<file path="config.mk">
export PLATFORM = sky130hd
export DESIGN_NAME = prefetch_engine
export DESIGN_NICKNAME = d
export VERILOG_FILES = /design/src/rtl/pf_pkg.sv /design/src/rtl/pf_target.sv /design/src/rtl/pf_ctrl.sv /design/src/rtl/pf_counter.sv /design/src/rtl/prefetch_engine.sv
export SDC_FILE = /design/constraint.sdc
export NUM_CORES = 1
export LEC_CHECK = 0
export CAP_MARGIN = 25
export CORE_MARGIN = 3
export CORE_UTILIZATION = 45
export DETAILED_ROUTE_END_ITERATION = 8
export GPL_TIMING_DRIVEN = 0
export PLACE_DENSITY = 0.73
export SLEW_MARGIN = 20
export SYNTH_ARGS = -nofsm -noshare
export SYNTH_HDL_FRONTEND = slang
export SYNTH_SLANG_ARGS = --single-unit
</file>
<file path="constraint.sdc">
create_clock -name clk -period 3.9 [get_ports clk]
set_input_delay 0.39 -clock clk [delete_from_list [all_inputs] [get_ports clk]]
set_output_delay 0.39 -clock clk [all_outputs]
set_load 0.01 [all_outputs]
</file>
<file path="src/rtl/pf_pkg.sv">
package pf_pkg;
  localparam int unsigned PF_ADDR_W  = 64;
  localparam int unsigned PF_SHIFT_W = 3;

  typedef logic [PF_ADDR_W-1:0] addr_t;

  typedef enum logic [1:0] {
    PF_OFF    = 2'd0,
    PF_NEXT   = 2'd1,
    PF_STRIDE = 2'd2,
    PF_RSVD   = 2'd3
  } pf_mode_e;

  typedef enum logic [1:0] {
    S_IDLE = 2'd0,
    S_FILL = 2'd1,
    S_LOOK = 2'd2
  } pf_state_e;

  // byte address -> block address (tag and index)
  function automatic addr_t blk_of(addr_t a, logic [PF_SHIFT_W-1:0] sh);
    return a >> sh;
  endfunction

  function automatic addr_t next_of(addr_t b);
    return b + addr_t'(1);
  endfunction

  // cur + (cur - prev), written as 2*cur - prev, modulo 2^64
  function automatic addr_t stride_of(addr_t cur, addr_t prev);
    return (cur << 1) - prev;
  endfunction
endpackage

</file>
<file path="src/rtl/pf_target.sv">
module pf_target
  import pf_pkg::*;
#(
  parameter int unsigned SHIFT_MIN = 5,
  parameter int unsigned SHIFT_MAX = 7
) (
  input  logic                  clk,
  input  logic                  rst_n,
  input  logic                  fire,
  input  addr_t                 miss_addr,
  input  logic [PF_SHIFT_W-1:0] shift,
  input  logic [1:0]            mode,
  output logic                  want,
  output addr_t                 cand
);
  addr_t blk;
  addr_t last_blk;
  logic  last_vld;

  assign blk = blk_of(miss_addr, shift);

  always_comb begin
    want = 1'b0;
    cand = blk;
    case (pf_mode_e'(mode))
      PF_NEXT: begin
        want = 1'b1;
        cand = next_of(blk);
      end
      PF_STRIDE: begin
        want = last_vld && (blk != last_blk);
        cand = stride_of(blk, last_blk);
      end
      default: ;
    endcase
  end

  always_ff @(posedge clk) begin
    if (!rst_n) begin
      last_blk <= '0;
      last_vld <= 1'b0;
    end else if (fire) begin
      last_blk <= blk;
      last_vld <= 1'b1;
    end
  end

  p_shift_legal_r2: assert property (@(posedge clk) disable iff (!rst_n)
    fire |-> (32'(shift) >= SHIFT_MIN && 32'(shift) <= SHIFT_MAX));

  // a repeated block never starts a stride candidate
  p_zero_stride_r5: assert property (@(posedge clk) disable iff (!rst_n)
    (fire && pf_mode_e'(mode) == PF_STRIDE && last_vld && blk == last_blk) |-> !want);
endmodule

</file>
<file path="src/rtl/pf_ctrl.sv">
module pf_ctrl
  import pf_pkg::*;
(
  input  logic  clk,
  input  logic  rst_n,
  input  logic  miss_valid,
  output logic  miss_ready,
  output logic  fire,
  input  logic  want,
  input  addr_t cand,
  input  logic  fill_done,
  output logic  lk_valid,
  output addr_t lk_addr,
  input  logic  lk_resp_valid,
  input  logic  lk_hit,
  output logic  pf_fire,
  output logic  pf_valid,
  output addr_t pf_addr
);
  pf_state_e state;
  addr_t     tgt_q;
  logic      resp_take;

  assign miss_ready = (state == S_IDLE);
  assign fire       = miss_valid && miss_ready;
  assign lk_valid   = (state == S_LOOK);
  assign lk_addr    = tgt_q;
  assign resp_take  = lk_valid && lk_resp_valid;
  assign pf_fire    = resp_take && !lk_hit;

  always_ff @(posedge clk) begin
    if (!rst_n) begin
      state    <= S_IDLE;
      tgt_q    <= '0;
      pf_valid <= 1'b0;
      pf_addr  <= '0;
    end else begin
      pf_valid <= pf_fire;
      if (pf_fire) pf_addr <= tgt_q;
      case (state)
        S_IDLE: if (fire && want) begin
          state <= S_FILL;
          tgt_q <= cand;
        end
        S_FILL: if (fill_done) state <= S_LOOK;
        S_LOOK: if (lk_resp_valid) state <= S_IDLE;
        default: state <= S_IDLE;
      endcase
    end
  end

  p_lookup_after_fill_r7: assert property (@(posedge clk) disable iff (!rst_n)
    $rose(lk_valid) |-> $past(fill_done));

  p_lookup_hold_r7: assert property (@(posedge clk) disable iff (!rst_n)
    (lk_valid && !lk_resp_valid) |=> lk_valid);

  p_one_outstanding_r10: assert property (@(posedge clk) disable iff (!rst_n)
    lk_valid |-> !miss_ready);

  p_pf_after_absent_r9: assert property (@(posedge clk) disable iff (!rst_n)
    pf_valid |-> $past(lk_valid && lk_resp_valid && !lk_hit));

  p_pf_pulse_r9: assert property (@(posedge clk) disable iff (!rst_n)
    pf_valid |=> !pf_valid);
endmodule

</file>
<file path="src/rtl/pf_counter.sv">
module pf_counter #(
  parameter int unsigned CNT_W = 16
) (
  input  logic             clk,
  input  logic             rst_n,
  input  logic             bump,
  output logic [CNT_W-1:0] count
);
  always_ff @(posedge clk) begin
    if (!rst_n)    count <= '0;
    else if (bump) count <= count + CNT_W'(1);
  end

  p_count_step_r9: assert property (@(posedge clk) disable iff (!rst_n)
    (count != $past(count)) |-> (count == $past(count) + CNT_W'(1)));
endmodule

</file>
<file path="src/rtl/prefetch_engine.sv">
module prefetch_engine
  import pf_pkg::*;
#(
  parameter int unsigned CNT_W     = 16,
  parameter int unsigned SHIFT_MIN = 5,
  parameter int unsigned SHIFT_MAX = 7
) (
  input  logic                  clk,
  input  logic                  rst_n,
  input  logic                  miss_valid,
  output logic                  miss_ready,
  input  logic [PF_ADDR_W-1:0]  miss_addr,
  input  logic [PF_SHIFT_W-1:0] blk_shift,
  input  logic [1:0]            pf_mode,
  input  logic                  fill_done,
  output logic                  lookup_valid,
  output logic [PF_ADDR_W-1:0]  lookup_blk,
  input  logic                  lookup_resp_valid,
  input  logic                  lookup_hit,
  output logic                  pf_valid,
  output logic [PF_ADDR_W-1:0]  pf_blk,
  output logic [CNT_W-1:0]      pf_count
);
  // named internal events
  logic  miss_fire;
  logic  cand_want;
  addr_t cand_blk;
  logic  pf_fire;

  pf_target #(.SHIFT_MIN(SHIFT_MIN), .SHIFT_MAX(SHIFT_MAX)) u_target (
    .clk(clk), .rst_n(rst_n), .fire(miss_fire), .miss_addr(miss_addr),
    .shift(blk_shift), .mode(pf_mode), .want(cand_want), .cand(cand_blk)
  );

  pf_ctrl u_ctrl (
    .clk(clk), .rst_n(rst_n), .miss_valid(miss_valid), .miss_ready(miss_ready),
    .fire(miss_fire), .want(cand_want), .cand(cand_blk), .fill_done(fill_done),
    .lk_valid(lookup_valid), .lk_addr(lookup_blk),
    .lk_resp_valid(lookup_resp_valid), .lk_hit(lookup_hit),
    .pf_fire(pf_fire), .pf_valid(pf_valid), .pf_addr(pf_blk)
  );

  pf_counter #(.CNT_W(CNT_W)) u_count (
    .clk(clk), .rst_n(rst_n), .bump(pf_fire), .count(pf_count)
  );

  p_count_with_pf_r9: assert property (@(posedge clk) disable iff (!rst_n)
    (pf_count != $past(pf_count)) |-> pf_valid);

  p_hit_no_count_r8: assert property (@(posedge clk) disable iff (!rst_n)
    (lookup_valid && lookup_resp_valid && lookup_hit) |=> (!pf_valid && $stable(pf_count)));
endmodule

</file>
==> results.md <==
- Cells after Synth: 2144
- Syn_nets: ~2300
- Initial DRT Pass Iterations: 7
- Post-layout util: approximately 60%
- Slowest cell delay on critical path: 550 ps
- Inserted Diodes: 0
- Violated checks: negative setup slack
- Post-synth top area share: around a quarter
- Largest net degree at the start of global routing: 14
- Yosys Warn Count: 0
- Critical Path, Cell by Cell: clkdlybuf4s50_1, mux4_2, nor2_4, nor2_4, ha_1, clkbuf_1, a21o_1, o21bai_1, a221oi_2, o21a_1, o211a_1, nand2_4, a211oi_2, xnor2_1, a221oi_2, nor2_1
- CTS tree: done
- Gr ovfl total: 0
- Max Clock Freq: roughly 260 MHz
- Avg Inst Size Synth: 7.976 sq um
- Cell Rows: 70
- Crit Path Class: primary input to register
- Layout cells sized above 1: about 15%
- CTS H-tree depth: 1
- Maximum vdd drop: 0.2942 mV
- Pwr Total: between 8 and 9 mW
- DP HPWL: around 57 mm
- WL per Instance: about 25 um
- Worst-path fanout max: 8
- Core Area: 37050 sq um
- Ys flop type: dfxtp_1
- Die ar.: 40380 sq um
- Via/cell ratio: approximately 6.3
- Final hold vios: 0
- FF+latch count, synth: ~210
- Fin crit share: 100.2%
- Reg2reg end: u_ctrl.lk_addr[56]$_SDFFE_PN0P_
- Boundary Pins: 222
- Post-route ant nets: 0
- Crit-path slowest cell: mux4_2
- Yosys cell types: 81
- Power density over the cells: approximately 370 nW/um^2
- GPL Wtd Cong: roughly 0.98
- Slew @ Worst Pin: around 1100 ps
- Synth top area cells: dfxtp_1, mux4_2, xnor2_1
- All-Layer GR Usage: 33.62%
- NumNets Final: between 2000 and 3000
- Cell Area, Synth: 17100 sq um
- Synthesis-to-finish area growth: 29.52%
- Max Clock Skew: 14.99 ps
- Reg clk slew, reported paths: around 60 ps
- Die height: ~200 um
- Yosys top cell by area: dfxtp_1
- RR Startpoint: u_ctrl.state[1]$_SDFFE_PN0P_
- Worst Setup Start Kind: primary input
- Leakage power: 8.079 nW
- Clk buf depth: 3
- Flop-to-flop setup slack: 520 ps
- # hold bufs at CTS: 0
- # setup viols final: 1
- CTS root buf: clkbuf_16
- DRT iter0 DRCs: around 1700
- Worst Setup SP: miss_addr[38]
- Worst Path Required: about 4300 ps
- Post-synth top cells: nand2_1, dfxtp_1, a21oi_1
- R2R cell count: 7
- Port Buffers: roughly 220
- Setup ws final: -8.354 ps
- Routed WL: approximately 73 mm
- Most frequent cell after synthesis: nand2_1
- Via count: between 15000 and 20000
- Worst setup path end: u_ctrl.lk_addr[58]$_SDFFE_PN0P_
- Post-synth ARST share: 0%
- WP data arrival: 4310 ps
- Vias in the first global route: ~17000
- Initial antenna violation count: 0
- CTS buffer count: 23
- RSZ-0062 raised after global routing: yes
- Max_cap viols: 0
- EDFF count, synth: 0
- DRC violations left: 0
- First-pass GRT wire length: around 110 mm
- Initial Util: a little under half
- Setup crit end kind: register
- Hold Path Class: register to register
- Clk_lat worst skew: 530 ps
- Clock Sinks: about 210
- Max Slew Vio Count: 0
- Max_slew headroom: between 20% and 30%
- Die Width: ~200 um
- Sequential-to-total area share from yosys stat: 24.82%
- Final worst path period need: just under 4000 ps
- Status: complete, but fails checks
-- report_power, final --
group	internal (mW)	switching [mW]
sequential	2.26	0.0856
combinational	1.46	2.20
clock	1.23	0.911
total	4.95	3.20
-- layout make-up --
class / count / area (sq um)
fill: 3388 / 14900
multi-input combinational: 1653 / 12710
sequential: 212 / 4244
timing repair buffer: 268 / 2552
buffer: 125 / 764.5
clock buffer: 33 / 653.1
tap: 504 / 630.6
inverter: 138 / 525.5
clock inverter: 6 / 65.06
-- state kept, by name, indices dropped and copies added (netlist names) --
signal	cells
u_ctrl.pf_valid	1
u_count.count	16
u_ctrl.state	2
u_ctrl.lk_addr	64
u_target.last_blk	64
u_target.last_vld	1
u_ctrl.pf_addr	64
-- cell families (layout without fill, tap and decap cells) --
family / Yosys count / in the layout / synth area share, %
AO/OA/AOI/OAI: 572 / 572 / 21.82
AND/OR/NAND/NOR: 680 / 680 / 18.49
flip-flops: 212 / 212 / 24.82
XOR/XNOR: 166 / 166 / 8.502
multiplexers: 164 / 164 / 14.00
adder cells (fa/ha/maj): 71 / 71 / 5.239
buffers and inverters: 279 / 570 / 7.133
-- metrics by stage --
| step | std cells | worst slack (ps) | hold slack, ps | setup TNS [ps] | instance area, sq um |
|---|---|---|---|---|---|
| finish | 2939 | -8.354 | 452.8 | -8.354 | 22150 |
| global route | 2939 | -63.88 | 466.1 | -198.6 | 22150 |
| CTS | 2919 | 0.9712 | 454.4 | 0 | 21550 |
| detailed placement | 2866 | -1672 | 446.6 | -58510 | 20040 |
| global placement | 2866 | -1701 | 441.4 | -56360 | 20040 |
| floorplan | 2144 | -4.124 | 436.3 | -4.124 | 17230 |
-- critical path, delay by kind of cell --
family,cells,cell delay [ps]
AOI/OAI and AO/OA,7,1790
xor gates and xnor gates,1,150
adders and majority gates,1,290
buffers and inverters,2,690
muxes,1,550
and+or+nand+nor,4,450
-- how the worst min path moves through the flow --
stage | startpoint | end | slack (ps) | cells past startpoint
floorplan | u_target.last_blk[12]$_SDFFE_PN0P_ | u_target.last_blk[12]$_SDFFE_PN0P_ | 440 | 2
global placement | u_target.last_blk[20]$_SDFFE_PN0P_ | u_target.last_blk[20]$_SDFFE_PN0P_ | 440 | 2
detailed placement | u_ctrl.pf_addr[48]$_SDFFE_PN0P_ | u_ctrl.pf_addr[48]$_SDFFE_PN0P_ | 450 | 2
CTS | u_ctrl.pf_addr[29]$_SDFFE_PN0P_ | u_ctrl.pf_addr[29]$_SDFFE_PN0P_ | 450 | 2
global route | u_ctrl.pf_addr[48]$_SDFFE_PN0P_ | u_ctrl.pf_addr[48]$_SDFFE_PN0P_ | 470 | 2
finish | u_ctrl.pf_addr[48]$_SDFFE_PN0P_ | u_ctrl.pf_addr[48]$_SDFFE_PN0P_ | 450 | 2
-- cell usage in the layout, fill, tap and decap left out, drive strengths merged, types with 7 or more instances in the layout --
master,count
nand2,267
dfxtp,212
a21oi,191
clkdlybuf4s50,183
nor2,173
inv,137
xnor2,132
clkbuf,117
buf,91
o21ai,85
mux2i,81
ha,70
a211oi,69
mux4,57
nand3,52
nand4,51
a21o,43
a22oi,38
nor3,36
xor2,34
mux2,26
dlygate4sd2,24
nor4,22
a31oi,20
o21bai,15
and3,14
o21a,13
a221oi,13
nand2b,11
dlymetal6s2s,11
nor2b,8
or3,8
o22ai,8
a32oi,8
and2,8
a41oi,7
-- repair_timing --
item / in CTS / in global routing
endpoints found under the setup margin: 57 / 63
resized for setup: 162 / 105
setup buffers: 24 / 25
pin swaps: 24 / 17
-- layer usage --
metal  vias up  track usage (%)  routed length (um)
li1       8302                -                   -
met1      8787            46.42               30330
met2      1129            52.68               31420
met3       184            4.978                7209
met4         0            14.03                3608
met5         -                0                   0
No activity file was read; power rests on OpenSTA's default activity.
